==> src/rtl/csr_bridge_pkg.sv <==
package csr_bridge_pkg;

  typedef enum logic [1:0] {
    SQ_IDLE  = 2'd0,
    SQ_ISSUE = 2'd1,
    SQ_DRAIN = 2'd2,
    SQ_ACK   = 2'd3
  } seq_state_e;

  function automatic bit is_pow2(input int v);
    return (v > 0) && ((v & (v - 1)) == 0);
  endfunction

  function automatic int idx_bits(input int ratio);
    return (ratio > 1) ? $clog2(ratio) : 1;
  endfunction

endpackage

==> src/rtl/csr_bridge_seq.sv <==
module csr_bridge_seq #(
  parameter int RATIO  = 4,
  parameter int CPU_AW = 6,
  parameter int IDX_W  = 2
) (
  input  logic              clk,
  input  logic              rst,
  input  logic              req,
  input  logic              we,
  input  logic [CPU_AW-1:0] addr,
  input  logic              rd_done,
  output logic              accept,
  output logic              issue,
  output logic              op_we,
  output logic [CPU_AW-1:0] word_q,
  output logic [IDX_W-1:0]  idx_q,
  output logic              first,
  output logic              last,
  output logic              ack
);
  import csr_bridge_pkg::*;

  localparam logic [IDX_W-1:0] LAST_IDX = IDX_W'(RATIO - 1);

  seq_state_e state;

  assign accept = (state == SQ_IDLE) && req;
  assign issue  = (state == SQ_ISSUE);
  assign first  = issue && (idx_q == '0);
  assign last   = issue && (idx_q == LAST_IDX);
  assign ack    = (state == SQ_ACK);

  always_ff @(posedge clk) begin
    if (rst) begin
      state  <= SQ_IDLE;
      idx_q  <= '0;
      op_we  <= 1'b0;
      word_q <= '0;
    end else begin
      case (state)
        SQ_IDLE: begin
          if (req) begin
            op_we  <= we;
            word_q <= addr;
            idx_q  <= '0;
            state  <= SQ_ISSUE;
          end
        end
        SQ_ISSUE: begin
          if (idx_q == LAST_IDX) begin
            idx_q <= '0;
            state <= op_we ? SQ_ACK : SQ_DRAIN;
          end else begin
            idx_q <= idx_q + 1'b1;
          end
        end
        SQ_DRAIN: begin
          if (rd_done) state <= SQ_ACK;
        end
        SQ_ACK:  state <= SQ_IDLE;
        default: state <= SQ_IDLE;
      endcase
    end
  end

  AST_ACK_PULSE: assert property (@(posedge clk) disable iff (rst) ack |=> !ack);
  AST_IDX_STEP: assert property (@(posedge clk) disable iff (rst)
    (issue && !last) |=> (issue && idx_q == IDX_W'($past(idx_q) + 1'b1)));
  AST_WR_ACK: assert property (@(posedge clk) disable iff (rst)
    (last && op_we) |=> ack);
  AST_RD_ACK: assert property (@(posedge clk) disable iff (rst) rd_done |=> ack);
  AST_BUSY_HOLD: assert property (@(posedge clk) disable iff (rst)
    (state != SQ_IDLE) |=> ($stable(word_q) && $stable(op_we)));

endmodule

==> src/rtl/csr_bridge_wsplit.sv <==
module csr_bridge_wsplit #(
  parameter int RATIO  = 4,
  parameter int CSR_DW = 8,
  parameter int IDX_W  = 2,
  localparam int CPU_DW = RATIO * CSR_DW
) (
  input  logic              clk,
  input  logic              rst,
  input  logic              load,
  input  logic [CPU_DW-1:0] wdata_in,
  input  logic              en,
  input  logic [IDX_W-1:0]  idx,
  output logic [CSR_DW-1:0] chunk_out
);
  logic [CPU_DW-1:0] held;
  logic [CSR_DW-1:0] parts [RATIO];

  always_ff @(posedge clk) begin
    if (rst)       held <= '0;
    else if (load) held <= wdata_in;
  end

  for (genvar g = 0; g < RATIO; g++) begin : g_part
    assign parts[g] = held[g*CSR_DW +: CSR_DW];
  end

  assign chunk_out = en ? parts[idx] : '0;

  AST_WORD_HELD: assert property (@(posedge clk) disable iff (rst)
    en |=> (load || $stable(held)));

endmodule

==> src/rtl/csr_bridge_rgather.sv <==
module csr_bridge_rgather #(
  parameter int RATIO  = 4,
  parameter int CSR_DW = 8,
  parameter int IDX_W  = 2,
  localparam int CPU_DW = RATIO * CSR_DW
) (
  input  logic              clk,
  input  logic              rst,
  input  logic              clear,
  input  logic              rd_issue,
  input  logic [IDX_W-1:0]  idx,
  input  logic [CSR_DW-1:0] csr_rdata,
  output logic              rd_done,
  output logic [CPU_DW-1:0] word
);
  localparam logic [IDX_W-1:0] LAST_IDX = IDX_W'(RATIO - 1);

  logic              cap_v;
  logic [IDX_W-1:0]  cap_idx;
  logic [CSR_DW-1:0] parts [RATIO];

  always_ff @(posedge clk) begin
    if (rst) begin
      cap_v   <= 1'b0;
      cap_idx <= '0;
    end else begin
      cap_v   <= rd_issue;
      cap_idx <= idx;
    end
  end

  assign rd_done = cap_v && (cap_idx == LAST_IDX);

  for (genvar g = 0; g < RATIO; g++) begin : g_lane
    always_ff @(posedge clk) begin
      if (rst || clear)                          parts[g] <= '0;
      else if (cap_v && cap_idx == IDX_W'(g))    parts[g] <= csr_rdata;
    end
    assign word[g*CSR_DW +: CSR_DW] = parts[g];
  end

  AST_CAPTURE: assert property (@(posedge clk) disable iff (rst)
    cap_v |=> (parts[$past(cap_idx)] == $past(csr_rdata)));

endmodule

==> src/rtl/csr_width_bridge.sv <==
module csr_width_bridge #(
  parameter int CPU_DW = 32,
  parameter int CSR_DW = 8,
  parameter int CPU_AW = 6,
  localparam int RATIO  = CPU_DW / CSR_DW,
  localparam int LOG_R  = $clog2(RATIO),
  localparam int CSR_AW = CPU_AW + LOG_R
) (
  input  logic              clk,
  input  logic              rst,
  input  logic              cpu_req,
  input  logic              cpu_we,
  input  logic [CPU_AW-1:0] cpu_addr,
  input  logic [CPU_DW-1:0] cpu_wdata,
  output logic              cpu_ack,
  output logic [CPU_DW-1:0] cpu_rdata,
  output logic [CSR_AW-1:0] csr_addr,
  output logic              csr_rd_stb,
  input  logic [CSR_DW-1:0] csr_rdata,
  output logic [CSR_DW-1:0] csr_wdata,
  output logic              csr_wr_stb
);
  localparam int IDX_W = csr_bridge_pkg::idx_bits(RATIO);

  if (!csr_bridge_pkg::is_pow2(RATIO) || (CPU_DW % CSR_DW) != 0) begin : g_bad_ratio
    $error("csr_width_bridge: CPU_DW/CSR_DW must be a whole power of two");
  end

  function automatic logic [CSR_AW-1:0] chunk_addr(input logic [CPU_AW-1:0] w,
                                                   input logic [IDX_W-1:0]  i);
    return CSR_AW'(w) * CSR_AW'(RATIO) + CSR_AW'(i);
  endfunction

  logic              accept, issue, op_we, first, last, rd_done;
  logic [CPU_AW-1:0] word_q;
  logic [IDX_W-1:0]  idx_q;

  csr_bridge_seq #(.RATIO(RATIO), .CPU_AW(CPU_AW), .IDX_W(IDX_W)) seq_i (
    .clk(clk), .rst(rst), .req(cpu_req), .we(cpu_we), .addr(cpu_addr),
    .rd_done(rd_done), .accept(accept), .issue(issue), .op_we(op_we),
    .word_q(word_q), .idx_q(idx_q), .first(first), .last(last), .ack(cpu_ack)
  );

  logic wr_issue, rd_issue;
  assign wr_issue = issue && op_we;
  assign rd_issue = issue && !op_we;

  csr_bridge_wsplit #(.RATIO(RATIO), .CSR_DW(CSR_DW), .IDX_W(IDX_W)) wsplit_i (
    .clk(clk), .rst(rst), .load(accept && cpu_we), .wdata_in(cpu_wdata),
    .en(wr_issue), .idx(idx_q), .chunk_out(csr_wdata)
  );

  csr_bridge_rgather #(.RATIO(RATIO), .CSR_DW(CSR_DW), .IDX_W(IDX_W)) rgather_i (
    .clk(clk), .rst(rst), .clear(accept), .rd_issue(rd_issue), .idx(idx_q),
    .csr_rdata(csr_rdata), .rd_done(rd_done), .word(cpu_rdata)
  );

  assign csr_addr   = issue ? chunk_addr(word_q, idx_q) : '0;
  assign csr_rd_stb = rd_issue;
  assign csr_wr_stb = wr_issue;

  AST_NO_DUAL_STB: assert property (@(posedge clk) disable iff (rst)
    !(csr_rd_stb && csr_wr_stb));
  AST_ADDR_STEP: assert property (@(posedge clk) disable iff (rst)
    ((csr_rd_stb || csr_wr_stb) && !first) |-> (csr_addr == CSR_AW'($past(csr_addr) + 1'b1)));
  AST_FIRST_ALIGNED: assert property (@(posedge clk) disable iff (rst)
    first |-> (csr_addr == CSR_AW'(CSR_AW'(word_q) << LOG_R)));
  AST_ACK_QUIET: assert property (@(posedge clk) disable iff (rst)
    cpu_ack |-> !(csr_rd_stb || csr_wr_stb));

endmodule

==> config.mk <==
export PLATFORM = sky130hd
export DESIGN_NAME = csr_width_bridge
export DESIGN_NICKNAME = d
export VERILOG_FILES = /design/src/rtl/csr_bridge_pkg.sv /design/src/rtl/csr_bridge_seq.sv /design/src/rtl/csr_bridge_wsplit.sv /design/src/rtl/csr_bridge_rgather.sv /design/src/rtl/csr_width_bridge.sv
export SDC_FILE = /design/constraint.sdc
export NUM_CORES = 1
export LEC_CHECK = 0
export ABC_AREA = 0
export BUFFER_PORTS_ARGS = -buffer_cell sky130_fd_sc_hd__buf_4
export CAP_MARGIN = 5
export CORE_AREA = 2 2 84 86
export DETAILED_ROUTE_END_ITERATION = 8
export DIE_AREA = 0 0 86 88
export GPL_ROUTABILITY_DRIVEN = 1
export GPL_TIMING_DRIVEN = 0
export PLACE_DENSITY = 0.74
export SYNTH_ARGS = -nofsm -noshare
export SYNTH_HDL_FRONTEND = slang
export SYNTH_SLANG_ARGS = --single-unit
==> constraint.sdc <==
create_clock -name clk -period 2.7 [get_ports clk]
set_input_delay 0.405 -clock clk [delete_from_list [all_inputs] [get_ports clk]]
set_output_delay 0.405 -clock clk [all_outputs]
set_load 0.02 [all_outputs]
Yosys cells after proc, flatten, opt, wreduce, memory -nomap -nowiden
Memory sizes are Yosys's and may differ from the RTL's.
Cells that the tools add are included.
- output and inout port bits: 51
- word-level logic and storage cells: 73
- memories: 1
- input bits: 50
- bits in latches: 0
- memory bits (writable): 32
- bits in registers: 46
- bits in read-only memories: 0
- add/subtract/negate cells: 2
- div/mod/pow operators: 0
- bitwise logic cells: 5
- reductions and logical operators: 16
- mux-type cells: 31
- shift operators: 0
- equality and inequality tests: 10
- $lt $le $gt $ge: 1
- multiply operators: 0
- memory list (name ; words ; width ; rd ports ; clocked after memory_dff ; wr ports ; RTL line ; text):
    rgather_i.parts ; 4 ; 8 ; 4 ; 0 ; 4 ; csr_bridge_rgather.sv:20 ; logic [CSR_DW-1:0] parts [RATIO];
- operators with widths (cell ; number):
    8-bit two-way mux ; 8
    8-bit binary-select mux with 2-bit select ; 1
    1-bit two-way mux ; 15
    2-bit == test (second input constant) ; 5
    2-bit two-way mux ; 5
    8-bit by 2-bit adder with 8-bit output ; 1
    1-bit logical AND ; 8
    2-bit one-hot mux with 4 select lines ; 1
    2-bit by 1-bit == test with 1-bit output (second input constant) ; 2
    2-bit zero test ; 2
    2-bit != test (second input constant) ; 2
    1-bit OR ; 4
    2-bit one-hot mux with 2 select lines ; 1
    2-bit AND reduction ; 2
    3-bit greater-or-equal comparator (second input constant) ; 1
    2-bit NOT with 3-bit output ; 1
    3-bit AND reduction ; 1
    2-bit by 1-bit adder with 2-bit output (second input constant) ; 1
    2-bit by 1-bit != test with 1-bit output (second input constant) ; 1
    2-bit nonzero test ; 1
    1-bit zero test ; 1
    1-bit logical OR ; 1

Logic depth before layout (Yosys ltp)
- word-level depth: 6
- depth in mapped cells: 7
- gate-level depth less buffers: 5

Cells and area by module
From an unflattened synthesis, not the netlist that was laid out.
- cells, all modules: 302
- area, all modules: 3364.5 um^2
- modules (own cells, without submodules) (module ; seq. area each (um^2) ; times used ; cells an instance ; area each (um^2)):
    csr_bridge_wsplit ; 640.6 ; 1 ; 132 ; 1388.8
    csr_bridge_rgather ; 1021.0 ; 1 ; 93 ; 1320.0
    csr_bridge_seq ; 220.2 ; 1 ; 66 ; 584.3
    csr_width_bridge ; 0.0 ; 1 ; 11 ; 71.3

Worst setup path before layout
OpenSTA, ideal clock, no wires.
- kind: register -> register
- from: register seq_i.state[0]
- to: memory rgather_i.parts[0][0] (enable)
- stages on the path, launching flop included: 7
- library setup time: 0.384 ns
- arrival time: 1.507 ns
- required time: 2.316 ns
- buffers on the path: 1
- period minus slack after synthesis: 1.891 ns
- slack: 0.809 ns
- cells stage by stage: dfxtp_1 > inv_1 > ha_1 > and2_1 > buf_2 > nor2_1 > o21ai_0
- RTL lines (what ; RTL line ; text):
    start: declaration ; csr_bridge_seq.sv:25 ; seq_state_e state;
    start signal: assignment ; csr_bridge_seq.sv:52 ; state <= op_we ? SQ_ACK : SQ_DRAIN;
    end: declaration ; csr_bridge_rgather.sv:20 ;

Worst setup path in the final report
- from: register seq_i.idx_q[0]
- to: output csr_wdata[1]
- longest elaborated chain between the ends: 5
- RTL lines (what ; RTL line ; text):
    start: declaration ; csr_bridge_seq.sv:16 ; output logic [IDX_W-1:0] idx_q,
    start signal: assignment ; csr_bridge_seq.sv:54 ; idx_q <= idx_q + 1'b1;
    2-bit NOT with 3-bit output (implied by the code) ; csr_bridge_wsplit.sv:27 ; assign chunk_out = en ? parts[idx] : '0;
    8-bit binary-select mux with 2-bit select ; csr_bridge_wsplit.sv:27 ;
    8-bit two-way mux (implied by the code) (2 in a row) ; csr_bridge_wsplit.sv:27 ;
    8-bit two-way mux ; csr_bridge_wsplit.sv:27 ;
    end: declaration ; csr_width_bridge.sv:20 ; output logic [CSR_DW-1:0] csr_wdata,
Every way passes these cells. The select of a mux whose other input is x is not followed.

==> flow_metrics.tcl <==
set metrics [dict create \
    leakage_uw 0.00180 \
    min_from "cpu_wdata[22]" \
    cts_resized 0 \
    ios 101 \
    utilization 0.648 \
    fin_tns_setup_ps 0 \
    final_cell_mix "buf_4 (100), nand2_1 (79), and2_1 (50)" \
    synth-compound-area-share 0.0803 \
    drtIter0Drc 99 \
    drive_gt1_frac 0.309 \
    die_y_um 88 \
    start_util 0.495 \
    synth-seq-area-share 0.572 \
    crit_start "seq_i.idx_q[0]" \
    synthXorXnorAreaFrac 0 \
    ir_drop_v 0.000412 \
    cts.htree.levels 3 \
    synth_cell_types 26 \
    fin_nets 483 \
    post-cts-setup-buffers 0 \
    max_slew_margin 0.262 \
    cap_violations 0 \
    core_area_um2 6640 \
    std_cell_rows 30 \
    grt_antenna_before_repair 0 \
    gp_congestion 0.781 \
    pwr-share-comb 0.295 \
    final.setup.worst_slack_ps 268 \
    hpwl_mm 6.02 \
    postCtsHoldBufs 0 \
    cts_buffers 9 \
    min_path_type "in2reg" \
    clk_path_buf_depth 2 \
    drv_slew 0 \
    port_buffers 100 \
    final_common_cell "buf_4" \
    clk_pin_slew_ps 80 \
    routed_wl_mm 8.10 \
    fin_crit_ps 2430 \
    final_cells 511 \
    synth_edf_count 32 \
    synth_fp_nets 372 \
    synth_top_family_by_area "simple AND/OR/NAND/NOR gates" \
    netlist_area_um2 3290 \
    syn_inst 315 \
    post-place-ws_ps 368 \
    first_global_vias 2558 \
    clkSinkCount 78 \
    die-area_um2 7570 \
    p_seq_frac 0.470 \
    grt_pass1_wl_mm 12.7 \
    vias 2613 \
    synth-simple-area-share 0.237 \
    final_hold_viol_count 0 \
    via_per_inst 5.11 \
    grt_overflow 0 \
    wl_per_cell_um 15.9 \
    cp_max_fo 10 \
    clk_latency_ps 350 \
    worstMarginPinSlew_ps 1100 \
    synth.ff_latch_count 78 \
    status "finished clean" \
    post-route-period-util 0.901 \
    ys_warn_count 0 \
    place_inst 495 \
    dr.pass1.iters 4 \
    p_int_uw 2160 \
    power_density_nw_per_um2 756 \
    die_w_um 86 \
    hold_slack_ps 295 \
    final.setup_skew_ps 8.16 \
    synth-main-ff-cell "dfxtp_1" \
    grt_start_max_net_pins 14 \
    worstPathRequired_ps 2300 \
    cts-root-buf "clkbuf_8" \
    switching_share 0.338 \
    critPathCaptureType "output port" \
    num_antenna_cells 0 \
    drc 0 \
    finalSetupViolCount 0 \
    rr_startpoint "seq_i.state[1]" \
    crit_path_start_kind "flop" \
    synthAdderAreaFrac 0.0266 \
    critPathKind "reg2out" \
    rsz0062_at_grt "no" \
    gr-usage-all-layers 0.222 \
    antenna_left 0 \
    avgSynthCellArea_um2 10.4 \
    syn2layout_area_growth_pct 31.0 \
    synthMuxAreaShare 0.0609 \
    worstPathArrival_ps 2030 \
    p_switching_uw 1100 \
    timing.fmax_mhz 411 \
    cts_tree "yes" \
    async_flop_share 0 \
    clock_power_share 0.235 \
]
flip-flops by register name, indices dropped and copies added (netlist names):
| name | count |
|---|---|
| rgather_i.cap_v | 1 |
| rgather_i.cap_idx | 2 |
| seq_i.word_q | 6 |
| wsplit_i.held | 32 |
| seq_i.state | 2 |
| seq_i.op_we | 1 |
| seq_i.idx_q | 2 |
| rgather_i.parts | 32 |
worst max-delay path: stages, from the launching register on:
cell	delay, ps
dfxtp_1	440
buf_2	340
mux4_2	530
and2_1	190
buf_4	160
worst paths after layout:
kind                                               to  slack, ps  depth (start not counted)
worst max-delay path                     csr_wdata[1]        270                          4
worst min-delay path                wsplit_i.held[22]        300                          3
worst max register to register  rgather_i.parts[2][7]        440                          6
worst min register to register        seq_i.word_q[2]        460                          2
area by class of cell:
| type | count | area (um2) |
|---|---|---|
| Buffer | 15 | 62.6 |
| Clock buffer | 10 | 128 |
| Clock inverter | 6 | 38.8 |
| Fill cell | 533 | 2340 |
| Inverter | 3 | 11.3 |
| Multi-Input combinational cell | 218 | 1330 |
| Sequential cell | 78 | 1880 |
| Tap cell | 80 | 100 |
| Timing Repair Buffer | 101 | 756 |
through the flow:
step	power [uW]	instance area, um2
floorplan	2130	3290
global placement	2490	4140
detailed placement	2520	4140
CTS	3260	4310
global route	3430	4310
finish	3260	4310
Yosys cell counts, types with 2 or more instances:
| master | instances | area, um2 |
|---|---|---|
| nand2_1 | 79 | 297 |
| and2_1 | 50 | 313 |
| a32oi_1 | 2 | 17.5 |
| mux2i_1 | 2 | 20.0 |
| nor2_1 | 5 | 18.8 |
| dfxtp_1 | 46 | 921 |
| clkbuf_1 | 11 | 41.3 |
| inv_1 | 3 | 11.3 |
| ha_1 | 7 | 87.6 |
| o21ai_0 | 2 | 10.0 |
| nand2b_1 | 6 | 37.5 |
| nor2b_1 | 6 | 37.5 |
| edfxtp_1 | 32 | 961 |
| nand3_1 | 2 | 10.0 |
| a21oi_1 | 40 | 200 |
| buf_2 | 5 | 25.0 |
| mux4_2 | 8 | 180 |
cells by family (layout without fill, tap and decap cells):
family	after synthesis	after routing
mux	10	10
buf+inv	19	135
fa+ha+maj	7	7
compound gates	48	48
flops	78	78
simple gates	153	153
per-layer routing:
metal | up-vias | routed length, um | global-route usage
met3 | 13 | 543 | 0.0575
met5 | - | 0 | 0
met4 | 0 | 130 | 0.0866
li1 | 1289 | - | -
met2 | 97 | 3980 | 0.360
met1 | 1214 | 3450 | 0.288
power groups by stage:
stage | Clock (uW) | Combinational (uW) | Sequential (uW)
2_1_floorplan | 0 | 477 | 1650
3_3_place_gp | 0 | 944 | 1550
3_5_place_dp | 0 | 964 | 1560
4_1_cts | 762 | 968 | 1530
5_1_grt | 821 | 1050 | 1550
6_report | 763 | 961 | 1530
(Power assumes the default switching activity.)
